$ cat src/rtl/gpio2_pkg.sv
package gpio2_pkg;

  localparam int LINES   = 2;
  localparam int REG_W   = 16;
  localparam int DIR_LSB = 8;
  localparam int LVL_LSB = 0;
  localparam int SEL_W   = (LINES > 1) ? $clog2(LINES) : 1;

  typedef enum logic [1:0] {
    OWN_NONE  = 2'd0,
    OWN_GPIO  = 2'd1,
    OWN_DRDY  = 2'd2,
    OWN_ALARM = 2'd3
  } owner_e;

  typedef struct packed {
    logic                    load;
    logic [LINES-1:0]        dirData;
    logic [LINES-1:0]        lvlData;
    owner_e [LINES-1:0]      owner;
  } strobe_t;

  // Crossed mapping: line 0 sits at the higher bit of each pair.
  function automatic int dirBit(input int line);
    return DIR_LSB + (LINES - 1 - line);
  endfunction

  function automatic int lvlBit(input int line);
    return LVL_LSB + (LINES - 1 - line);
  endfunction

endpackage

$ cat src/rtl/gpio2_ctrl.sv
module gpio2_ctrl
  import gpio2_pkg::*;
(
  input  logic               wrEn,
  input  logic [REG_W-1:0]   wrData,
  input  logic [LINES-1:0]   dirQ,
  input  logic               drdyOn,
  input  logic [SEL_W-1:0]   drdySel,
  input  logic               alarmOn,
  input  logic [SEL_W-1:0]   alarmSel,
  output strobe_t            strobe
);

  logic [LINES-1:0] dirPick;
  logic [LINES-1:0] lvlPick;
  owner_e [LINES-1:0] ownerPick;

  for (genvar i = 0; i < LINES; i++) begin : g_line
    localparam int DB = dirBit(i);
    localparam int LB = lvlBit(i);

    logic drdyClaim;
    logic alarmClaim;

    assign dirPick[i]  = wrData[DB];
    assign lvlPick[i]  = wrData[LB];
    assign drdyClaim   = drdyOn  && (drdySel  == SEL_W'(i));
    assign alarmClaim  = alarmOn && (alarmSel == SEL_W'(i));

    always_comb begin
      if (dirQ[i])         ownerPick[i] = OWN_GPIO;
      else if (drdyClaim)  ownerPick[i] = OWN_DRDY;
      else if (alarmClaim) ownerPick[i] = OWN_ALARM;
      else                 ownerPick[i] = OWN_NONE;
    end
  end

  always_comb begin
    strobe.load    = wrEn;
    strobe.dirData = dirPick;
    strobe.lvlData = lvlPick;
    strobe.owner   = ownerPick;
  end

endmodule

$ cat src/rtl/gpio2_dpath.sv
module gpio2_dpath
  import gpio2_pkg::*;
#(
  parameter int SYNC_STAGES = 2
) (
  input  logic               clk,
  input  logic               rst,
  input  strobe_t            strobe,
  input  logic               drdyOn,
  input  logic [SEL_W-1:0]   drdySel,
  input  logic               drdyHigh,
  input  logic               drdyIn,
  input  logic               alarmHigh,
  input  logic               alarmIn,
  input  logic [LINES-1:0]   padIn,
  output logic [LINES-1:0]   padOut,
  output logic [LINES-1:0]   padOe,
  output logic [LINES-1:0]   dirQ,
  output logic [REG_W-1:0]   rdData
);

  localparam int STAGES = (SYNC_STAGES < 2) ? 2 : SYNC_STAGES;

  logic [LINES-1:0]              lvlQ;
  logic [STAGES-1:0][LINES-1:0]  syncQ;
  logic [LINES-1:0]              pinSync;
  logic                          drdyLevel;
  logic                          alarmLevel;

  always_ff @(posedge clk or posedge rst) begin
    if (rst) begin
      dirQ <= '0;
      lvlQ <= '0;
    end else if (strobe.load) begin
      dirQ <= strobe.dirData;
      lvlQ <= strobe.lvlData;
    end
  end

  always_ff @(posedge clk or posedge rst) begin
    if (rst) syncQ <= '0;
    else     syncQ <= {syncQ[STAGES-2:0], padIn};
  end

  assign pinSync    = syncQ[STAGES-1];
  assign drdyLevel  = drdyHigh  ? drdyIn  : ~drdyIn;
  assign alarmLevel = alarmHigh ? alarmIn : ~alarmIn;

  for (genvar i = 0; i < LINES; i++) begin : g_pad
    always_comb begin
      unique case (strobe.owner[i])
        OWN_GPIO:  begin padOe[i] = 1'b1; padOut[i] = lvlQ[i];    end
        OWN_DRDY:  begin padOe[i] = 1'b1; padOut[i] = drdyLevel;  end
        OWN_ALARM: begin padOe[i] = 1'b1; padOut[i] = alarmLevel; end
        default:   begin padOe[i] = 1'b0; padOut[i] = 1'b0;       end
      endcase
    end

    AST_GPIO_WINS: assert property (@(posedge clk) disable iff (rst)
      dirQ[i] |-> (padOe[i] && padOut[i] == lvlQ[i]));

    AST_DRDY_BEATS_ALARM: assert property (@(posedge clk) disable iff (rst)
      (!dirQ[i] && drdyOn && drdySel == SEL_W'(i)) |-> (padOe[i] && padOut[i] == drdyLevel));

    AST_IDLE_LOW: assert property (@(posedge clk) disable iff (rst)
      !padOe[i] |-> !padOut[i]);
  end

  always_comb begin
    rdData = '0;
    for (int i = 0; i < LINES; i++) begin
      rdData[dirBit(i)] = dirQ[i];
      rdData[lvlBit(i)] = dirQ[i] ? lvlQ[i] : pinSync[i];
    end
  end

  logic [REG_W-1:0] usedMask;
  always_comb begin
    usedMask = '0;
    for (int i = 0; i < LINES; i++) begin
      usedMask[dirBit(i)] = 1'b1;
      usedMask[lvlBit(i)] = 1'b1;
    end
  end

  AST_UNUSED_ZERO: assert property (@(posedge clk) disable iff (rst)
    (rdData & ~usedMask) == '0);

endmodule

$ cat src/rtl/gpio2_pins.sv
module gpio2_pins
  import gpio2_pkg::*;
#(
  parameter int SYNC_STAGES = 2
) (
  input  logic               clk,
  input  logic               rst,
  input  logic               wrEn,
  input  logic [REG_W-1:0]   wrData,
  output logic [REG_W-1:0]   rdData,
  input  logic               drdyOn,
  input  logic [SEL_W-1:0]   drdySel,
  input  logic               drdyHigh,
  input  logic               drdyIn,
  input  logic               alarmOn,
  input  logic [SEL_W-1:0]   alarmSel,
  input  logic               alarmHigh,
  input  logic               alarmIn,
  input  logic [LINES-1:0]   padIn,
  output logic [LINES-1:0]   padOut,
  output logic [LINES-1:0]   padOe
);

  strobe_t          strobe;
  logic [LINES-1:0] dirQ;

  gpio2_ctrl u_ctrl (
    .wrEn     (wrEn),
    .wrData   (wrData),
    .dirQ     (dirQ),
    .drdyOn   (drdyOn),
    .drdySel  (drdySel),
    .alarmOn  (alarmOn),
    .alarmSel (alarmSel),
    .strobe   (strobe)
  );

  gpio2_dpath #(.SYNC_STAGES(SYNC_STAGES)) u_dpath (
    .clk       (clk),
    .rst       (rst),
    .strobe    (strobe),
    .drdyOn    (drdyOn),
    .drdySel   (drdySel),
    .drdyHigh  (drdyHigh),
    .drdyIn    (drdyIn),
    .alarmHigh (alarmHigh),
    .alarmIn   (alarmIn),
    .padIn     (padIn),
    .padOut    (padOut),
    .padOe     (padOe),
    .dirQ      (dirQ),
    .rdData    (rdData)
  );

  AST_WRITE_DIR: assert property (@(posedge clk) disable iff (rst)
    wrEn |=> (rdData[DIR_LSB+1] == $past(wrData[DIR_LSB+1]) &&
              rdData[DIR_LSB]   == $past(wrData[DIR_LSB])));

  AST_DIR_HOLD: assert property (@(posedge clk) disable iff (rst)
    !wrEn |=> $stable(rdData[DIR_LSB+1:DIR_LSB]));

  AST_DIR_DRIVES: assert property (@(posedge clk) disable iff (rst)
    rdData[DIR_LSB+1] |-> padOe[0]);

endmodule

$ cat config.mk
export PLATFORM = sky130hd
export DESIGN_NAME = gpio2_pins
export DESIGN_NICKNAME = d
export VERILOG_FILES = /design/src/rtl/gpio2_pkg.sv /design/src/rtl/gpio2_ctrl.sv /design/src/rtl/gpio2_dpath.sv /design/src/rtl/gpio2_pins.sv
export SDC_FILE = /design/constraint.sdc
export NUM_CORES = 1
export LEC_CHECK = 0
export CORE_MARGIN = 2
export CORE_UTILIZATION = 30
export DETAILED_ROUTE_END_ITERATION = 10
export GPL_ROUTABILITY_DRIVEN = 0
export PLACE_DENSITY = 0.8
export SLEW_MARGIN = 20
export SYNTH_ARGS = -nofsm -noshare
export SYNTH_HDL_FRONTEND = slang
export SYNTH_SLANG_ARGS = --single-unit
export TNS_END_PERCENT = 10
$ cat constraint.sdc
create_clock -name clk -period 1.7 [get_ports clk]
set_input_delay 0.51 -clock clk [delete_from_list [all_inputs] [get_ports clk]]
set_output_delay 0.51 -clock clk [all_outputs]
set_load 0.005 [all_outputs]
==> results.md <==
- Worst Reg2Reg Path Length in Cells: 3
- CTS Hold Bufs: 0
- Gate Count Post-Synth: 44
- CTS tree: built
- Sw power: 0.1330 mW
- Unrepaired setup endpoints after global routing: true
- Total CTS buffers: 3
- Status: complete, but fails checks
- Crit path capture: padOut[1]
- Reg-to-reg slack, setup: 700 ps
- Finished Layout Cells: 93
- Clk pwr share: 25.6%
- Combinational Power Share: 34.0%
- Total GRT Usage: 12.04%
- Row cnt: 14
- Max Clock Freq: 0.5856 GHz
- Most frequent cell on the critical path: buf_6
- DIE WIDTH: 44.02 um
- Die area: 1938 um^2
- Critical path's largest stage delay: 390 ps
- Layout Nets: 108
- Maximum number of pins on one net before global-route repair: 9
- P_int: 0.3989 mW
- Antenna Nets Post-Route: 0
- Clk_lat worst skew: 240 ps
- Drt wl/cell: 10.60 um
- Period utilization: 100.5%
- Fin worst setup slack: -7.677 ps
- CP arrival: 1200 ps
- EDFF count, synth: 0
- Starting Density: 31.89%
- Detailed Route WL: 986 um
- Core footprint: 1506 um^2
- Bufs on Longest Clock Path: 2
- Worst setup startpoint: u_dpath.dirQ[1]$_DFFE_PP0P_
- Most common cell in the netlist: buf_4
- Skew final: 0.01732 ps
- RR Endpoint: u_dpath.dirQ[0]$_DFFE_PP0P_
- Vias per Instance: 4.366
- Max Cap Viol: 0
- Synth cell types: 15
- WP data required: 1190 ps
- Leakage: 0.3788 nW
- Synth Warn #: 0
- Synthesized area per cell: 10.92 um^2
- Util after Layout: 52.41%
- Failing checks: negative setup slack
- Max-slew violation count: 0
- VDD IR max: 0.4549 mV
- Fin crit period: 1708 ps
- CTS Root Cell: clkbuf_4
- Vias in the first global route: 427
- Final Hold Fails: 0
- GR Overflow Total: 0
- Synthesized area: 480.5 um^2
- Critical Path, Cell by Cell: buf_6 > buf_6 > a31oi_4 > a21oi_2 > buf_2
- Launching point of the worst reg2reg path: u_dpath.dirQ[0]$_DFFE_PP0P_
- Net Sw Frac: 25.01%
- Main flop type after synthesis: dfrtp_1
- Synth area leaders: dfrtp_1 42%, buf_4 19%, mux2_2 14%
- Startpoint Class: register
- CP max stage cell: dfrtp_1
- DRC Markers: 0
- Area grow syn2layout: 64.32%
- Drt first pass iters: 1
- Cell Count Post-Placement: 85
- Initial antenna violation count: 0
- Yosys top cell area share: 41.67%
- Asr flop ratio synth: 100.0%
- Post-synthesis sequential area ratio: 41.67%
- I/O Pins: 49
- Yosys top cell by area: dfrtp_1
- Hold WS: 354.4 ps
- Post-detail-place hpwl: 770.4 um
- Filler instances: 137
- Hold Path Origin: u_dpath.syncQ[1]$_DFF_PP0_
- Synth Register Bits: 8
- First-iteration detailed-routing DRC count: 0
- Hold Path Class: reg -> reg
- Clock sink count: 8
- Kind of critical path: reg -> out
- # setup viols final: 2
- H-tree Lvls: 1
- Pre-CTS WS: -784.7 ps
- Buffers on Ports: 24
- Diodes inserted: 0
- Reg power frac: 40.3%
- Routed via count: 406
- Global-route wire length before repair: 1711 um
- List of most frequent post-synthesis cells: 12 x buf_4, 8 x dfrtp_1, 6 x mux2_2, 4 x a21oi_1
- Worst Path Max Fanout: 3
- Share of layout cells above drive strength 1: 48.05%
- CP Capture Type: primary output
- DIE HEIGHT: 44.02 um
- Clk slew on worst S/H paths: 50 ps
- PwrDens: 673.7 nW/um^2
[through the flow]
step                total power [mW]  TNS (ps)  instance area [um^2]
global route                  0.5741    -212.9                 789.5
CTS                           0.5167    -285.9                 760.7
finish                        0.5319    -10.54                 789.5
global placement              0.3716     -2576                 706.9
floorplan                     0.2926         0                 521.8
detailed placement            0.3763     -2727                 706.9
[area by class of cell]
class	instances	area, um^2	share of cell area (%)
multi-input cells	33	276.5	35.02
repair buffers	31	262.8	33.28
flip-flops and latches	8	200.2	25.36
clock buffers	3	22.52	2.853
well taps	16	20.02	2.536
inverters	2	7.507	0.9509
[worst max-delay path, delay by kind of cell, from the launching register on]
family	cells	cell delay, ps
DFF	1	390
buffers and inverters	3	360
AOI/OAI and AO/OA	2	210
[layout by cell type (no fill, tap or decap), types with 3 or more instances in the layout]
master and n:
buf_4 3, clkbuf_4 3, clkdlybuf4s50_1 8, conb_1 12
buf_2 6, dfrtp_1 8, mux2_2 6, buf_6 6
clkbuf_2 4, a21oi_2 3
[registers in the layout, indices dropped and copies added (netlist names)]
signal / cells
u_dpath.syncQ: 2
u_dpath.dirQ: 2
u_dpath.pinSync: 2
u_dpath.lvlQ: 2
[cells by family (layout without fill, tap and decap cells)]
group	count (synthesis)	in the layout	synth area share, %
mux	6	6	14.06
simple gates	7	7	10.68
buf+inv	14	36	20.31
other cells	1	12	0.7805
xor+xnor	2	2	5.210
compound gates	6	6	7.293
flops	8	8	41.67
[how the worst min path moves through the flow]
stage,endpoint,slack [ps],cells past startpoint
6_report,u_dpath.pinSync[1]$_DFF_PP0_,350,0
5_1_grt,u_dpath.pinSync[1]$_DFF_PP0_,360,0
4_1_cts,u_dpath.pinSync[0]$_DFF_PP0_,360,0
3_5_place_dp,u_dpath.pinSync[0]$_DFF_PP0_,350,0
3_3_place_gp,u_dpath.pinSync[0]$_DFF_PP0_,330,0
2_1_floorplan,u_dpath.dirQ[0]$_DFFE_PP0P_,330,1
[repair_timing]
| action | in CTS | in global routing |
|---|---|---|
| setup buffers | 5 | 0 |
| pin swaps | 9 | 8 |
| resized for setup | 40 | 31 |
| setup endpoints to repair | 8 | 6 |
[layer usage]
metal  global-route usage, %  wire length [um]  part of all wire [%]  vias up
met1                   11.40               346                    35      184
met3                   4.082               114                    12        0
met2                   22.94               525                    53       29
met5                       0                 0                     0        -
li1                        -                 -                     -      193
met4                   5.455                 0                     0        0
[power groups by stage]
| stage | clock network [mW] | registers (mW) | logic (mW) |
|---|---|---|---|
| floorplan | 0 | 0.218 | 0.0749 |
| global placement | 0 | 0.218 | 0.153 |
| detailed placement | 0 | 0.220 | 0.156 |
| CTS | 0.144 | 0.212 | 0.160 |
| global route | 0.159 | 0.216 | 0.199 |
| finish | 0.136 | 0.215 | 0.181 |
Note: power is estimated with default switching activity, not from simulation.
